<file path="src/rtl/mcmp_timer_pkg.sv">
package mcmp_timer_pkg;
  localparam int NCH = 3;
  localparam int ST_W = 6;
  localparam int ST_ROV = 5;

  localparam int C_EN = 0;
  localparam int C_ENMOD = 1;
  localparam int C_SRC_LO = 6;
  localparam int C_FREE = 9;
  localparam int C_SWR = 15;

  // stored control bits, and those that survive a software reset
  localparam logic [31:0] CTRL_KEEP = 32'hFFFF_03EB;
  localparam logic [31:0] CTRL_SWR_KEEP = 32'hFFFF_03C0;

  typedef enum logic [3:0] {
    REG_CTRL = 4'd0,
    REG_DIV  = 4'd1,
    REG_STAT = 4'd2,
    REG_IEN  = 4'd3,
    REG_CMP0 = 4'd4,
    REG_CMP1 = 4'd5,
    REG_CMP2 = 4'd6,
    REG_CAP0 = 4'd7,
    REG_CAP1 = 4'd8,
    REG_CNT  = 4'd9
  } reg_idx_e;
endpackage

</file>
<file path="src/rtl/mcmp_tick_gen.sv">
module mcmp_tick_gen #(
  parameter int DIV_W = 12
) (
  input  logic             clk_i,
  input  logic             rst_ni,
  input  logic             run_i,
  input  logic [2:0]       src_i,
  input  logic             fast_tick_i,
  input  logic             slow_tick_i,
  input  logic [DIV_W-1:0] div_i,
  input  logic             clr_i,
  output logic             tick_o
);
  logic src_tick;
  logic last;
  logic [DIV_W-1:0] div_q;

  always_comb begin
    unique case (src_i)
      3'b001, 3'b010: src_tick = fast_tick_i;
      3'b100:         src_tick = slow_tick_i;
      default:        src_tick = 1'b0;
    endcase
  end

  // >= so a divider lowered mid-count still terminates
  assign last   = (div_q >= div_i);
  assign tick_o = run_i && src_tick && last;

  always_ff @(posedge clk_i or negedge rst_ni) begin
    if (!rst_ni)                div_q <= '0;
    else if (clr_i)             div_q <= '0;
    else if (run_i && src_tick) div_q <= last ? '0 : div_q + 1'b1;
  end
endmodule

</file>
<file path="src/rtl/mcmp_counter.sv">
module mcmp_counter #(
  parameter int CNT_W = 32
) (
  input  logic             clk_i,
  input  logic             rst_ni,
  input  logic             tick_i,
  input  logic             free_i,
  input  logic [CNT_W-1:0] lim_i,
  input  logic             zero_i,
  output logic [CNT_W-1:0] cnt_o,
  output logic [CNT_W-1:0] nxt_o,
  output logic             wrap_o
);
  logic [CNT_W-1:0] cnt_q;

  assign nxt_o  = (!free_i && cnt_q == lim_i) ? '0 : cnt_q + 1'b1;
  assign wrap_o = tick_i && free_i && (&cnt_q);
  assign cnt_o  = cnt_q;

  always_ff @(posedge clk_i or negedge rst_ni) begin
    if (!rst_ni)     cnt_q <= '0;
    else if (zero_i) cnt_q <= '0;
    else if (tick_i) cnt_q <= nxt_o;
  end
endmodule

</file>
<file path="src/rtl/mcmp_match.sv">
module mcmp_match #(
  parameter int CNT_W = 32,
  parameter int NCH = 3
) (
  input  logic                      tick_i,
  input  logic [CNT_W-1:0]          val_i,
  input  logic [NCH-1:0][CNT_W-1:0] cmp_i,
  output logic [NCH-1:0]            hit_o
);
  for (genvar k = 0; k < NCH; k++) begin : g_ch
    assign hit_o[k] = tick_i && (val_i == cmp_i[k]);
  end
endmodule

</file>
<file path="src/rtl/mcmp_timer.sv">
module mcmp_timer
  import mcmp_timer_pkg::*;
#(
  parameter int CNT_W = 32,
  parameter int DIV_W = 12,
  parameter int ADDR_W = 6
) (
  input  logic              clk_i,
  input  logic              rst_ni,
  input  logic              fast_tick_i,
  input  logic              slow_tick_i,
  input  logic              req_i,
  input  logic              we_i,
  input  logic [ADDR_W-1:0] addr_i,
  input  logic [31:0]       wdata_i,
  output logic [31:0]       rdata_o,
  output logic              irq_o
);
  logic [31:0]               ctrl_q;
  logic [DIV_W-1:0]          div_q;
  logic [ST_W-1:0]           sr_q;
  logic [ST_W-1:0]           ien_q;
  logic [NCH-1:0][CNT_W-1:0] cmp_q;
  logic [CNT_W-1:0]          cnt_q;
  logic [CNT_W-1:0]          cnt_nxt;
  logic [NCH-1:0]            hit;
  logic                      cnt_tick;
  logic                      wrap;
  logic [3:0]                idx;
  logic                      wr, wr_ctrl, swr, en_rise, zero_cnt;
  logic [ST_W-1:0]           st_set, st_clr;

  assign idx     = addr_i[5:2];
  assign wr      = req_i && we_i;
  assign wr_ctrl = wr && idx == REG_CTRL;
  assign swr     = wr_ctrl && wdata_i[C_SWR];
  assign en_rise = wr_ctrl && !swr && wdata_i[C_EN] && !ctrl_q[C_EN];
  assign zero_cnt = swr || (en_rise && wdata_i[C_ENMOD]) ||
                    (wr && idx == REG_CMP0 && !ctrl_q[C_FREE]);

  mcmp_tick_gen #(.DIV_W(DIV_W)) u_tick (
    .clk_i       (clk_i),
    .rst_ni      (rst_ni),
    .run_i       (ctrl_q[C_EN]),
    .src_i       (ctrl_q[C_SRC_LO+2:C_SRC_LO]),
    .fast_tick_i (fast_tick_i),
    .slow_tick_i (slow_tick_i),
    .div_i       (div_q),
    .clr_i       (swr),
    .tick_o      (cnt_tick)
  );

  mcmp_counter #(.CNT_W(CNT_W)) u_cnt (
    .clk_i  (clk_i),
    .rst_ni (rst_ni),
    .tick_i (cnt_tick),
    .free_i (ctrl_q[C_FREE]),
    .lim_i  (cmp_q[0]),
    .zero_i (zero_cnt),
    .cnt_o  (cnt_q),
    .nxt_o  (cnt_nxt),
    .wrap_o (wrap)
  );

  mcmp_match #(.CNT_W(CNT_W), .NCH(NCH)) u_match (
    .tick_i (cnt_tick),
    .val_i  (cnt_nxt),
    .cmp_i  (cmp_q),
    .hit_o  (hit)
  );

  always_comb begin
    st_set = '0;
    st_set[NCH-1:0] = hit;
    st_set[ST_ROV]  = wrap;
    st_clr = (wr && idx == REG_STAT) ? wdata_i[ST_W-1:0] : '0;
  end

  always_ff @(posedge clk_i or negedge rst_ni) begin
    if (!rst_ni) begin
      ctrl_q <= '0;
      div_q  <= '0;
      sr_q   <= '0;
      ien_q  <= '0;
    end else if (swr) begin
      ctrl_q <= wdata_i & CTRL_SWR_KEEP;
      div_q  <= '0;
      sr_q   <= '0;
      ien_q  <= '0;
    end else begin
      sr_q <= (sr_q & ~st_clr) | st_set;
      if (wr_ctrl)                 ctrl_q <= wdata_i & CTRL_KEEP;
      if (wr && idx == REG_DIV)    div_q  <= wdata_i[DIV_W-1:0];
      if (wr && idx == REG_IEN)    ien_q  <= wdata_i[ST_W-1:0];
    end
  end

  for (genvar k = 0; k < NCH; k++) begin : g_cmp
    always_ff @(posedge clk_i or negedge rst_ni) begin
      if (!rst_ni)                                 cmp_q[k] <= '1;
      else if (swr)                                cmp_q[k] <= '1;
      else if (wr && idx == 4'(int'(REG_CMP0) + k)) cmp_q[k] <= wdata_i[CNT_W-1:0];
    end
  end

  always_comb begin
    rdata_o = '0;
    unique case (idx)
      REG_CTRL: rdata_o = ctrl_q;
      REG_DIV:  rdata_o[DIV_W-1:0] = div_q;
      REG_STAT: rdata_o[ST_W-1:0] = sr_q;
      REG_IEN:  rdata_o[ST_W-1:0] = ien_q;
      REG_CMP0: rdata_o[CNT_W-1:0] = cmp_q[0];
      REG_CMP1: rdata_o[CNT_W-1:0] = cmp_q[1];
      REG_CMP2: rdata_o[CNT_W-1:0] = cmp_q[2];
      REG_CNT:  rdata_o[CNT_W-1:0] = cnt_q;
      default:  rdata_o = '0;
    endcase
  end

  assign irq_o = ctrl_q[C_EN] && |(sr_q & ien_q);
endmodule

</file>
<file path="config.mk">
export PLATFORM = sky130hd
export DESIGN_NAME = mcmp_timer
export DESIGN_NICKNAME = d
export VERILOG_FILES = /design/src/rtl/mcmp_timer_pkg.sv /design/src/rtl/mcmp_tick_gen.sv /design/src/rtl/mcmp_counter.sv /design/src/rtl/mcmp_match.sv /design/src/rtl/mcmp_timer.sv
export SDC_FILE = /design/constraint.sdc
export NUM_CORES = 1
export LEC_CHECK = 0
export ABC_AREA = 0
export BUFFER_PORTS_ARGS = -buffer_cell sky130_fd_sc_hd__buf_2
export CAP_MARGIN = 5
export CORE_MARGIN = 4
export CORE_UTILIZATION = 50
export CTS_CLUSTER_DIAMETER = 150
export CTS_CLUSTER_SIZE = 40
export DETAILED_ROUTE_END_ITERATION = 10
export PLACE_DENSITY = 0.73
export SYNTH_ARGS = -nofsm -noshare
export SYNTH_HDL_FRONTEND = slang
export SYNTH_SLANG_ARGS = --single-unit
</file>
<file path="constraint.sdc">
create_clock -name clk_i -period 9.2 [get_ports clk_i]
set_clock_uncertainty 0.1 [all_clocks]
set_input_delay 1.84 -clock clk_i [delete_from_list [all_inputs] [get_ports clk_i]]
set_output_delay 1.84 -clock clk_i [all_outputs]
set_load 0.01 [all_outputs]
</file>
; Word-level counts from Yosys, hierarchy flattened
; Index checks and enable logic that the tools add are counted.
[word_totals]
reg_bits = 196
input_bits = 44
out_inout_bits = 33
elab_cells = 94
[op_classes]
n_addsub = 2
magnitude_cmp = 1
n_eq_ne = 14
mux = 24
bitwise = 4
n_reduce_logical = 40
[ops]
columns = cell, count
row1 = 32-bit 2-to-1 mux, 11
row2 = 32-bit == test, 4
row3 = 20-bit one-hot mux with 5 select lines, 1
row4 = 12-bit 2-to-1 mux, 5
row5 = 6-bit one-hot mux with 8 select lines, 1
row6 = 6-bit one-hot mux with 6 select lines, 1
row7 = "32-bit by 1-bit adder with 32-bit output, second input constant", 1
row8 = 32-bit AND reduction, 1
row9 = 6-bit 2-to-1 mux, 4
row10 = 1-bit logical AND, 23
row11 = 2-bit nonzero test, 8
row12 = "12-bit by 1-bit adder with 12-bit output, second input constant", 1
row13 = 6-bit bitwise AND, 2
row14 = "4-bit by 3-bit == test with 1-bit output, second input constant", 3
row15 = 12-bit >= comparator, 1
row16 = "4-bit by 2-bit == test with 1-bit output, second input constant", 2
row17 = 6-bit NOT, 1
row18 = 6-bit bitwise OR, 1
row19 = 6-bit OR reduction, 1
row20 = "4-bit by 1-bit == test with 1-bit output, second input constant", 1
row21 = "4-bit == test, second input constant", 1
row22 = 4-bit zero test, 1
row23 = "3-bit by 1-bit == test with 1-bit output, second input constant", 1
row24 = "3-bit by 2-bit == test with 1-bit output, second input constant", 1
row25 = 5 further kinds, 8

; Depth between registers and ports, before layout
[depth]
ltp_word = 11
depth_mapped = 13
ltp_nobuf = 11

; By module
; Synthesis repeated with hierarchy kept, for this count alone.
[unflattened]
hier_cells = 1367
area_unflattened_um2 = 12253.0
[by_module_without_submodules]
columns = module, instances, cells_each, area_per_inst_um2, seq_area_each_um2
row1 = mcmp_timer, 1, 779, 7363.3, 3723.6
row2 = mcmp_counter, 1, 328, 2756.4, 800.8
row3 = mcmp_tick_gen, 1, 128, 1072.3, 300.3
row4 = mcmp_match, 1, 132, 1061.0, 0.0

; Least setup slack after synthesis
; Ideal clock, no wire load.
[synth_timing]
path_type = in2out
startpoint = in addr_i[2]
endpoint = out rdata_o[0]
arrival_time_ps = 3301
t_required_ps = 7260
slack_ps = 3959
path_stages = 5
n_path_buf = 2
cell_sequence = clkbuf_1 -> nor4_1 -> clkbuf_1 -> a22oi_1 -> nand3_1
[synth_between]
elab_chain_cells = 2
word_cells_on_any_way = 9
classes_between = eq/ne (7) / mux (1) / reduce/logical (1)
[synth_lines]
columns = element, line
row1 = from (decl), mcmp_timer.sv:14  ; input logic [ADDR_W-1:0] addr_i,
row2 = "4-bit == test, or another cell as far along", mcmp_timer.sv:108  ; unique case (idx)
row3 = 6-bit one-hot mux with 8 select lines (*), mcmp_timer.sv:108
row4 = to (decl), mcmp_timer.sv:16  ; output logic [31:0] rdata_o,
; Every way passes the cells marked *; elsewhere a longest branch is shown, timed or not.

; Final worst setup path
[layout_timing]
startpoint = in addr_i[3]
endpoint = out rdata_o[3]
; Same word-level chain as after synthesis.

==> results by group <==
CTS
  • Clock sinks: ~190
  • Setup Fix Bufs, Post-CTS: 0
  • CTS root buffer: clkbuf_16
  • H-tree lvl count: 4
  • Post-cts resize count: 0
  • CTS Buffer Depth: 2
  • Total CTS buffers: 17
  • Hold Buf Count CTS: 0
  • CTS tree: built
  • Latest clock arrival within the worst-skew pair: ~0.45 ns
  • Clock slew at reported path FFs: around 0.070 ns

Cells and area
  • Area grow syn2layout: 9.329%
  • Final core utilization: a little under three fifths
  • Nets: between 1500 and 2000
  • Total of fill cells in the finished design: ~2200
  • Layout cell share with drive strength beyond 1: between 10% and 20%
  • Fin cells: 1823

STA
  • Final Critical Period: roughly 5.3 ns
  • Slew @ Worst Pin: approximately 1.2 ns
  • RSZ-0062 raised after global routing: no
  • Relative slew slack: 20.25%
  • Max Slew Vio Count: 0
  • Final Cycle Share: 58.04%
  • Final hold vios: 0
  • Final setup viols: 0
  • Max Freq: 0.1873 GHz
  • Setup TNS: 0 ns

Critical path
  • CP startpoint: addr_i[3]
  • CP max-delay cell: buf_4
  • CP peak stage delay: ~0.45 ns
  • CP max FO: 32
  • WS Path Type: in -> out
  • FF-to-FF Start: u_cnt.cnt_o[0]
  • Worst path cell trace: buf_2, nand2b_1, nor3b_2, buf_4, a22oi_1, nand3_1, buf_2
  • Top cell by count, worst path: buf_2
  • Worst setup SP type: primary input
  • Arrival @ worst endpoint: approximately 3.4 ns
  • R2r worst-path depth: 10
  • Setup crit end: rdata_o[3]
  • Reg-to-Reg End: sr_q[2]
  • R2R Setup Slk: 4.37 ns
  • Worst Path Required: just over 7 ns
  • Worst Setup End Kind: output pin

Logic synthesis
  • Ys Warns: 0
  • Synth Instances: 1484
  • Sequential-to-total area share from yosys stat: 40.10%
  • Cell variety after synth: 71
  • Synth top area share: between 20% and 30%
  • Count leader, synth: nand2_1
  • Syn_nets: around 1500
  • Post-synth EDFFs: 0
  • Asr flop ratio synth: 100.0%
  • Post-synth top area cell: dfstp_2
  • Commonest cells in the netlist: 361 x nand2_1, 125 x nand3_1, 96 x dfstp_2, 92 x dfrtp_1, 79 x clkbuf_1
  • Mapped cell area: approximately 12000 um^2
  • Synth Register Bits: 188
  • Main synth FF type: dfstp_2
  • Area contributors post-synth: dfstp_2 21%, dfrtp_1 19%, nand2_1 11%
  • Avg Cell Area, Syn: slightly above 8 um^2

Die
  • Core area: 23540 um^2
  • Die width: 163.1 um
  • Die Footprint: between 20000 and 30000 um^2
  • Initial Utilization: a little over 50%
  • Cell row count: between 50 and 60
  • Die Ht: between 150 and 200 um
  • IO Pins: 77

Power and ir drop
  • Max VDD drop: between 0.1 and 0.15 mV
  • Leak: approximately 5.6 nW
  • Clk network pwr share: 27.4%
  • Pwr Density: roughly 210 nW/um^2
  • Combinational power share: a little over a fifth
  • Int Power: 1.728 mW
  • Net switching power figure: around 1.0 mW
  • Reg power frac: between 50% and 60%
  • Switching part of the total: between 30 and 40%

GRT
  • Vias in the first global route: 11680
  • GRT Util Overall: a little over a third
  • Largest net degree at the start of global routing: 80
  • Antenna violations before repair: 0
  • Total gr overflow: 0
  • First-pass GRT wire length: around 71000 um

Routing
  • Avg WL per Cell: around 25 um
  • Drt total wl: 45900 um
  • Routed Antenna Nets: 0
  • Iteration-0 DRC Markers: roughly 2200
  • Via count: 12360
  • Via-to-Cell Ratio: about 6.8
  • Drt drc: 0
  • Pre-antenna DRT Iters: 6

Hold path
  • HP Class: reg -> reg
  • Hold Path Depth: 2

Run status
  • Status: finished clean

Place
  • Port bufs: 74
  • DP HPWL: roughly 32000 um
  • Routability cong.: 1.045
  • Placed cell count: 1790

Run
  • Number of max-cap violations: 0
-- logic make-up (layout without fill, tap and decap cells) --
| family | after synthesis | count (layout) | synth area share, % |
|---|---|---|---|
| and+or+nand+nor | 747 | 747 | 29.58 |
| AOI/OAI and AO/OA | 310 | 310 | 17.55 |
| DFF | 188 | 188 | 40.10 |
| buffers and inverters | 133 | 152 | 4.524 |
| xor gates and xnor gates | 84 | 84 | 6.115 |
| adders and majority gates | 14 | 14 | 1.456 |
| muxes | 8 | 8 | 0.6760 |
| other | 0 | 1 | 0 |
-- cells in the final DEF (no fill, tap or decap), drive strengths merged, types with 28 or more instances in the layout --
| cell type | Yosys | layout |
|---|---|---|
| o21ai | 53 | 53 |
| nand2 | 361 | 361 |
| dfrtp | 92 | 92 |
| buf | 30 | 96 |
| dfstp | 96 | 96 |
| nor4 | 28 | 28 |
| nor2 | 69 | 69 |
| a22oi | 58 | 58 |
| a21oi | 74 | 74 |
| xnor2 | 48 | 48 |
| xor2 | 36 | 36 |
| nand3 | 125 | 125 |
-- cell type report --
type / count / area [um^2] / share of cell area (%)
diodes: 1 / 2.502 / 0.01903
clock buffers: 20 / 467.9 / 3.558
clock inverters: 12 / 123.9 / 0.9418
inverters: 23 / 86.33 / 0.6564
multi-input cells: 1163 / 6696 / 50.91
flip-flops and latches: 188 / 4825 / 36.68
well taps: 319 / 399.1 / 3.035
repair buffers: 97 / 551.8 / 4.195
-- layer usage --
metal / part of all wire (%) / global-route usage, % / wire length, um
met4: 3.4 / 11.89 / 1580
met1: 39 / 49.94 / 18020
met3: 13 / 8.150 / 6189
met5: 0 / 0 / 0
met2: 44 / 51.51 / 20110
-- state kept, by name (all words and copies together) (netlist names) --
name / cells
ctrl_q: 24
ien_q: 6
sr_q: 6
cmp_q: 96
div_q: 12
u_cnt.cnt_o: 32
u_tick.div_q: 12
-- worst min path at each step --
| stage | startpoint | endpoint | slack (ns) |
|---|---|---|---|
| 6_report | ctrl_q[16] | ctrl_q[16] | 0.38 |
| 5_1_grt | ctrl_q[23] | ctrl_q[23] | 0.42 |
| 4_1_cts | ctrl_q[16] | ctrl_q[16] | 0.38 |
| 3_5_place_dp | ctrl_q[16] | ctrl_q[16] | 0.36 |
| 3_3_place_gp | ctrl_q[17] | ctrl_q[17] | 0.36 |
| 2_1_floorplan | ctrl_q[1] | ctrl_q[1] | 0.34 |
-- through the flow --
step | setup slack, ns | total power, mW | hold slack [ns] | instance area [um^2]
2_1_floorplan | 3.959 | 1.674 | 0.3387 | 12030
4_1_cts | 3.930 | 2.720 | 0.3821 | 13150
3_5_place_dp | 3.934 | 1.969 | 0.3634 | 12560
3_3_place_gp | 3.955 | 1.945 | 0.3608 | 12560
6_report | 3.861 | 2.744 | 0.3819 | 13150
5_1_grt | 3.824 | 2.861 | 0.4161 | 13150
-- worst max-delay path: cells and delay by family --
family	cells	cell delay, ns
AO/OA/AOI/OAI	1	0.28
buffers and inverters	3	0.74
AND/OR/NAND/NOR	3	0.53
-- power groups by stage --
| stage | Combinational [mW] | Clock [mW] | Sequential [mW] |
|---|---|---|---|
| floorplan | 0.445 | 0 | 1.23 |
| global placement | 0.571 | 0 | 1.37 |
| detailed placement | 0.588 | 0 | 1.38 |
| CTS | 0.591 | 0.762 | 1.37 |
| global route | 0.668 | 0.794 | 1.40 |
| finish | 0.599 | 0.753 | 1.39 |
(Power assumes the default switching activity.)
